**src/rtl/irq_route_pkg.sv**
```systemverilog
package irq_route_pkg;
  typedef enum logic [1:0] {
    DEST_CPU     = 2'b00,
    DEST_DMA     = 2'b01,
    DEST_XFER    = 2'b10,
    DEST_CPU_ALT = 2'b11
  } dest_e;
endpackage

```
**src/rtl/irq_route_dec.sv**
```systemverilog
module irq_route_dec #(
  parameter int N  = 8,
  parameter int IW = 3
) (
  input  logic          vld_i,
  input  logic [IW-1:0] idx_i,
  output logic [N-1:0]  hit_o
);
  for (genvar g = 0; g < N; g++) begin : g_hit
    assign hit_o[g] = vld_i && (idx_i == IW'(g));
  end
endmodule

```
**src/rtl/irq_route_cfg.sv**
```systemverilog
module irq_route_cfg
  import irq_route_pkg::*;
#(
  parameter int N = 8
) (
  input  logic             clk_i,
  input  logic             rst_ni,
  input  logic [N-1:0]     wr_hit_i,
  input  logic             en_d_i,
  input  logic [1:0]       dest_d_i,
  input  logic             after_d_i,
  input  logic [N-1:0]     exhaust_i,
  output logic [N-1:0]     en_o,
  output logic [N-1:0]     after_o,
  output logic [N-1:0]     xen_o,
  output logic [N-1:0][1:0] route_o
);
  logic [N-1:0][1:0] dest_q;

  for (genvar g = 0; g < N; g++) begin : g_src
    logic dest_ok;
    assign dest_ok = wr_hit_i[g] && !en_o[g];

    always_ff @(posedge clk_i or negedge rst_ni) begin
      if (!rst_ni) begin
        en_o[g]    <= 1'b0;
        after_o[g] <= 1'b0;
        dest_q[g]  <= DEST_CPU;
        xen_o[g]   <= 1'b0;
      end else begin
        if (wr_hit_i[g]) begin
          en_o[g]    <= en_d_i;
          after_o[g] <= after_d_i;
        end
        // accepted destination write re-arms; otherwise exhaust drops the engine
        if (dest_ok) begin
          dest_q[g] <= dest_d_i;
          xen_o[g]  <= (dest_d_i == DEST_DMA) || (dest_d_i == DEST_XFER);
        end else if (exhaust_i[g]) begin
          xen_o[g]  <= 1'b0;
        end
      end
    end

    always_comb begin
      route_o[g] = DEST_CPU;
      if (xen_o[g] && (dest_q[g] == DEST_DMA))  route_o[g] = DEST_DMA;
      if (xen_o[g] && (dest_q[g] == DEST_XFER)) route_o[g] = DEST_XFER;
    end


    dest_lock_chk: assert property (@(posedge clk_i) disable iff (!rst_ni)
      en_o[g] && wr_hit_i[g] |=> $stable(dest_q[g]) && $stable(xen_o[g]));

    exhaust_clr_chk: assert property (@(posedge clk_i) disable iff (!rst_ni)
      exhaust_i[g] && !dest_ok |=> !xen_o[g]);
  end
endmodule

```
**src/rtl/irq_route_slot.sv**
```systemverilog
module irq_route_slot
  import irq_route_pkg::*;
(
  input  logic       clk_i,
  input  logic       rst_ni,
  input  logic       req_i,
  input  logic       en_i,
  input  logic [1:0] route_i,
  input  logic       after_i,
  input  logic       cz_i,
  input  logic       ack_i,
  input  logic       dstart_i,
  input  logic       xstart_i,
  output logic       pend_o,
  output logic       irq_o,
  output logic       dma_o,
  output logic       xfr_o,
  output logic       exhaust_o
);
  logic idle, irq_n, dma_n, xfr_n;

  assign idle = !(irq_o || dma_o || xfr_o);

  always_comb begin
    irq_n     = irq_o;
    dma_n     = dma_o;
    xfr_n     = xfr_o;
    exhaust_o = 1'b0;
    if (irq_o && ack_i) irq_n = 1'b0;
    if (dma_o && dstart_i) begin
      dma_n     = 1'b0;
      irq_n     = after_i;
      exhaust_o = cz_i;
    end
    if (xfr_o && xstart_i) begin
      xfr_n     = 1'b0;
      irq_n     = after_i || cz_i;
      exhaust_o = cz_i;
    end
    // new request only lands on an idle slot; busy slot drops it
    if (idle && req_i && en_i) begin
      unique case (route_i)
        DEST_DMA:  dma_n = 1'b1;
        DEST_XFER: xfr_n = 1'b1;
        default:   irq_n = 1'b1;
      endcase
    end
  end

  always_ff @(posedge clk_i or negedge rst_ni) begin
    if (!rst_ni) begin
      irq_o  <= 1'b0;
      dma_o  <= 1'b0;
      xfr_o  <= 1'b0;
      pend_o <= 1'b0;
    end else begin
      irq_o  <= irq_n;
      dma_o  <= dma_n;
      xfr_o  <= xfr_n;
      pend_o <= irq_n || dma_n || xfr_n;
    end
  end


  stage_onehot_chk: assert property (@(posedge clk_i) disable iff (!rst_ni)
    $onehot0({irq_o, dma_o, xfr_o}));

  disabled_req_chk: assert property (@(posedge clk_i) disable iff (!rst_ni)
    !pend_o && req_i && !en_i |=> !pend_o);

  dma_notify_chk: assert property (@(posedge clk_i) disable iff (!rst_ni)
    dma_o && dstart_i && after_i |=> irq_o && pend_o);

  dma_quiet_chk: assert property (@(posedge clk_i) disable iff (!rst_ni)
    dma_o && dstart_i && !after_i |=> !pend_o);

  xfer_quiet_chk: assert property (@(posedge clk_i) disable iff (!rst_ni)
    xfr_o && xstart_i && !after_i && !cz_i |=> !pend_o);

  xfer_last_chk: assert property (@(posedge clk_i) disable iff (!rst_ni)
    xfr_o && xstart_i && cz_i |=> irq_o && pend_o);

  ack_wins_chk: assert property (@(posedge clk_i) disable iff (!rst_ni)
    irq_o && ack_i && req_i |=> !pend_o);
endmodule

```
**src/rtl/irq_dest_router.sv**
```systemverilog
module irq_dest_router
  import irq_route_pkg::*;
#(
  parameter int N_SRC = 8,
  localparam int IW   = (N_SRC > 1) ? $clog2(N_SRC) : 1
) (
  input  logic             clk_i,
  input  logic             rst_ni,
  input  logic             cfg_we_i,
  input  logic [IW-1:0]    cfg_idx_i,
  input  logic             cfg_en_i,
  input  logic [1:0]       cfg_dest_i,
  input  logic             cfg_after_i,
  input  logic [N_SRC-1:0] req_i,
  input  logic [N_SRC-1:0] cnt_zero_i,
  input  logic             cpu_ack_i,
  input  logic [IW-1:0]    cpu_ack_idx_i,
  input  logic             dma_start_i,
  input  logic [IW-1:0]    dma_start_idx_i,
  input  logic             xfer_start_i,
  input  logic [IW-1:0]    xfer_start_idx_i,
  output logic [N_SRC-1:0] pend_o,
  output logic [N_SRC-1:0] cpu_irq_o,
  output logic [N_SRC-1:0] dma_trig_o,
  output logic [N_SRC-1:0] xfer_trig_o,
  output logic [N_SRC-1:0] xfer_en_o
);
  logic [N_SRC-1:0]      wr_hit, ack_hit, ds_hit, xs_hit;
  logic [N_SRC-1:0]      en, after, exhaust;
  logic [N_SRC-1:0][1:0] route;

  irq_route_dec #(.N(N_SRC), .IW(IW)) u_dec_wr (
    .vld_i(cfg_we_i), .idx_i(cfg_idx_i), .hit_o(wr_hit));
  irq_route_dec #(.N(N_SRC), .IW(IW)) u_dec_ack (
    .vld_i(cpu_ack_i), .idx_i(cpu_ack_idx_i), .hit_o(ack_hit));
  irq_route_dec #(.N(N_SRC), .IW(IW)) u_dec_ds (
    .vld_i(dma_start_i), .idx_i(dma_start_idx_i), .hit_o(ds_hit));
  irq_route_dec #(.N(N_SRC), .IW(IW)) u_dec_xs (
    .vld_i(xfer_start_i), .idx_i(xfer_start_idx_i), .hit_o(xs_hit));

  irq_route_cfg #(.N(N_SRC)) u_cfg (
    .clk_i     (clk_i),
    .rst_ni    (rst_ni),
    .wr_hit_i  (wr_hit),
    .en_d_i    (cfg_en_i),
    .dest_d_i  (cfg_dest_i),
    .after_d_i (cfg_after_i),
    .exhaust_i (exhaust),
    .en_o      (en),
    .after_o   (after),
    .xen_o     (xfer_en_o),
    .route_o   (route)
  );

  for (genvar g = 0; g < N_SRC; g++) begin : g_slot
    irq_route_slot u_slot (
      .clk_i     (clk_i),
      .rst_ni    (rst_ni),
      .req_i     (req_i[g]),
      .en_i      (en[g]),
      .route_i   (route[g]),
      .after_i   (after[g]),
      .cz_i      (cnt_zero_i[g]),
      .ack_i     (ack_hit[g]),
      .dstart_i  (ds_hit[g]),
      .xstart_i  (xs_hit[g]),
      .pend_o    (pend_o[g]),
      .irq_o     (cpu_irq_o[g]),
      .dma_o     (dma_trig_o[g]),
      .xfr_o     (xfer_trig_o[g]),
      .exhaust_o (exhaust[g])
    );
  end


  ack_scope_chk: assert property (@(posedge clk_i) disable iff (!rst_ni)
    cpu_ack_i && !cpu_irq_o[cpu_ack_idx_i] && !dma_start_i && !xfer_start_i
      && !cfg_we_i && (req_i == '0) |=> $stable(pend_o));
endmodule

```
**config.mk**
```make
export PLATFORM = sky130hd
export DESIGN_NAME = irq_dest_router
export DESIGN_NICKNAME = d
export VERILOG_FILES = /design/src/rtl/irq_route_pkg.sv /design/src/rtl/irq_route_dec.sv /design/src/rtl/irq_route_cfg.sv /design/src/rtl/irq_route_slot.sv /design/src/rtl/irq_dest_router.sv
export SDC_FILE = /design/constraint.sdc
export NUM_CORES = 1
export LEC_CHECK = 0
export BUFFER_PORTS_ARGS = -buffer_cell sky130_fd_sc_hd__buf_2
export CAP_MARGIN = 10
export CORE_AREA = 2 2 88 90
export CTS_CLUSTER_DIAMETER = 60
export DETAILED_ROUTE_END_ITERATION = 6
export DIE_AREA = 0 0 90 92
export PLACE_DENSITY = 0.83
export SLEW_MARGIN = 20
export SYNTH_ARGS = -nofsm -noshare
export SYNTH_HDL_FRONTEND = slang
export SYNTH_SLANG_ARGS = --single-unit
```
**constraint.sdc**
```tcl
create_clock -name clk_i -period 2.06 [get_ports clk_i]
set_clock_uncertainty 0.2 [all_clocks]
set_input_delay 0.309 -clock clk_i [delete_from_list [all_inputs] [get_ports clk_i]]
set_output_delay 0.309 -clock clk_i [all_outputs]
set_load 0.01 [all_outputs]
```
==> flow_metrics.tcl <==
set metrics [dict create \
    layoutNonFillerInstCount 541 \
    drive_above_1_share 0.3257 \
    synth_warnings 0 \
    cp_slowest_cell "or4b_2" \
    dr.pass1.iters 4 \
    setup_slack_ns 0.1718 \
    ir_worst_vdd_v 0.0006210 \
    power_leakage_nw 2.068 \
    synth-simple-area-share 0.2132 \
    synth_cell_types 57 \
    required_ns 2.14 \
    path_cells "or4b_2, a211oi_1, a31oi_1, nand3_1" \
    antenna_found_initial 0 \
    dieHeight_um 92 \
    synth_fa_ha_area_frac 0 \
    tightest_slew_ns 0.5353 \
    synth_xor_area_frac 0.01969 \
    route.detailed.drc 0 \
    cts_root_buf "clkbuf_8" \
    fin_crit_ns 1.888 \
    synth_ff_type "dfrtp_1" \
    cts_max_level 3 \
    cp.arrival_ns 1.97 \
    fp.coreArea_mm2 0.007447 \
    min_path_type "primary input to register" \
    hold_viol 0 \
    grt_pass1_wl_mm 15.57 \
    synth_edf_count 0 \
    grt_remaining_overflow 0 \
    path_clk_slew_ns 0.07 \
    syn_nets 408 \
    ys_seq_elements 72 \
    ant_nets 0 \
    end_kind "register" \
    std_cell_rows 32 \
    dp.cells 525 \
    die_w_um 90 \
    synth.area.top_cells "dfrtp_1 (45%), mux2_2 (8.7%), buf_4 (6.0%)" \
    num_io_pins 78 \
    synth_top_area_cell "dfrtp_1" \
    synth_cells 370 \
    synth-compound-area-share 0.1141 \
    clock_path_buffers 2 \
    clock_insertion_delay_worst_skew_ns 0.35 \
    syn_area_per_cell_um2 10.82 \
    routabilityCongestion 0.8430 \
    initial_utilization 0.5375 \
    dr.first_iter.drc_count 244 \
    synth_top_family_by_area "simple AND/OR/NAND/NOR gates" \
    grt.total_usage 0.2396 \
    via_per_inst 5.904 \
    worst-path-max-fanout 4 \
    maxCapViolations 0 \
    cp-start-kind "register" \
    dieArea_mm2 0.008280 \
    synth_area_mm2 0.004003 \
    max_slew_margin 0.6339 \
    grt_pass1_vias 3137 \
    nets 473 \
    wl_mm 9.431 \
    synth_mux_area_frac 0.1122 \
    async_reset_ff_frac 1.000 \
    drv_slew 0 \
    period_share 0.9166 \
    fillCellCount 621 \
    grt_max_degree 23 \
    tritoncts "built" \
    ys_seq_area_frac 0.4501 \
    regToRegSetupSlack_ns 0.17 \
    setup_viol 0 \
    antenna_cells_inserted 0 \
    fmax_mhz 529.6 \
    netlist.area_leader.share 0.4501 \
    cts_sinks 72 \
    synth_common_cells "dfrtp_1 (72), buf_4 (32), mux2_2 (31)" \
    status "complete, no violations" \
    tns_ns 0 \
    cts_buffers 9 \
    worstSetupPathType "register to register" \
    wl_per_cell_um 17.43 \
    max_stage_delay_ns 0.74 \
    detailed_place_hpwl_mm 7.014 \
    vias 3194 \
    p_per_area_mw_per_mm2 1200 \
    rsz0062_at_grt "no" \
    synth_most_common_cell "dfrtp_1" \
    portBuffers 77 \
    post-place-ws_ns 0.06607 \
    area_growth_syn_to_layout_pct 13.85 \
]
[cell type report]
class	instances	area [um^2]	area share
repair buffers	92	525.5	0.1153
multi-input cells	234	1838	0.4033
flip-flops and latches	72	1802	0.3954
clock buffers	15	166.4	0.03652
inverters	26	97.59	0.02142
well taps	102	127.6	0.02801
[flip-flops by register name, indices dropped and copies added, names as in the netlist]
register and cells:
g_slot.u_slot.dma_o 8, g_slot.u_slot.irq_o 8, g_slot.u_slot.pend_o 8, g_slot.u_slot.xfr_o 8
u_cfg.after_o 8, u_cfg.dest_q 16, u_cfg.en_o 8, u_cfg.xen_o 8
[critical path, delay by kind of cell, from the launching register on]
kind,cells,cell delay (ns)
compound gates,2,0.36
flops,1,0.42
simple gates,2,0.84
[per-layer routing]
layer	routed length [um]	track usage
met3	538	0.05588
met5	0	0
met1	3990	0.3031
met4	212	0.1141
met2	4688	0.3910
[path summary, 6_finish.rpt]
path | startpoint | to | depth (start not counted)
min in group asynchronous | rst_ni | g_slot[6].u_slot.pend_o | 2
min reg2reg | u_cfg.after_o[1] | u_cfg.after_o[1] | 1
max in group asynchronous | rst_ni | u_cfg.dest_q[6] | 3
max | g_slot[1].u_slot.dma_o | g_slot[1].u_slot.pend_o | 4
max reg2reg | g_slot[1].u_slot.dma_o | g_slot[1].u_slot.pend_o | 4
min | req_i[4] | g_slot[4].u_slot.irq_o | 3
[power breakdown]
part / internal, mW / leakage [nW] / switching [mW]
sequential: 1.97 / 0.879 / 0.593
clock: 0.500 / 0.0838 / 0.502
combinational: 0.973 / 1.10 / 0.927
[layout by cell type (no fill, tap or decap), types with 4 or more instances in the layout]
cell type and n:
a211oi_1 4, a22oi_1 4, buf_2 77, buf_4 12, clkbuf_1 4, clkbuf_8 11, dfrtp_1 72, inv_1 26
mux2_2 31, mux2i_1 10, nand2_1 21, nand2b_1 8, nand3_1 11, nand4_1 5, nand4b_1 9, nand4bb_1 5
nor2_1 12, nor4b_1 7, nor4bb_1 12, o21ai_0 15, o22ai_1 6, or4b_2 4, xor2_1 8
[cell families (layout without fill, tap and decap cells)]
family,after synthesis,count (layout)
AO/OA/AOI/OAI,60,60
multiplexers,41,41
buffers and inverters,64,133
XOR/XNOR,9,9
flip-flops,72,72
AND/OR/NAND/NOR,124,124
[per-stage QoR]
step | util | total power [mW] | instance area, um^2 | hold WS [ns]
after floorplan | - | 4.066 | 4003 | -0.1866
after global placement | 0.5882 | 4.395 | 4380 | 0.08508
after detailed placement | 0.5882 | 4.479 | 4380 | 0.08734
after CTS | 0.6119 | 5.471 | 4557 | 0.03183
after global routing | 0.6119 | 5.830 | 4557 | 0.05067
final | 0.6119 | 5.466 | 4557 | 0.03166
[timing repair]
action,in CTS,in global routing
buffers inserted,0,0
hold buffers,1,0
endpoints found under the hold margin,15,0
endpoints found under the setup margin,0,0
resized for setup,0,0
Power figures use the tool's default switching activity.
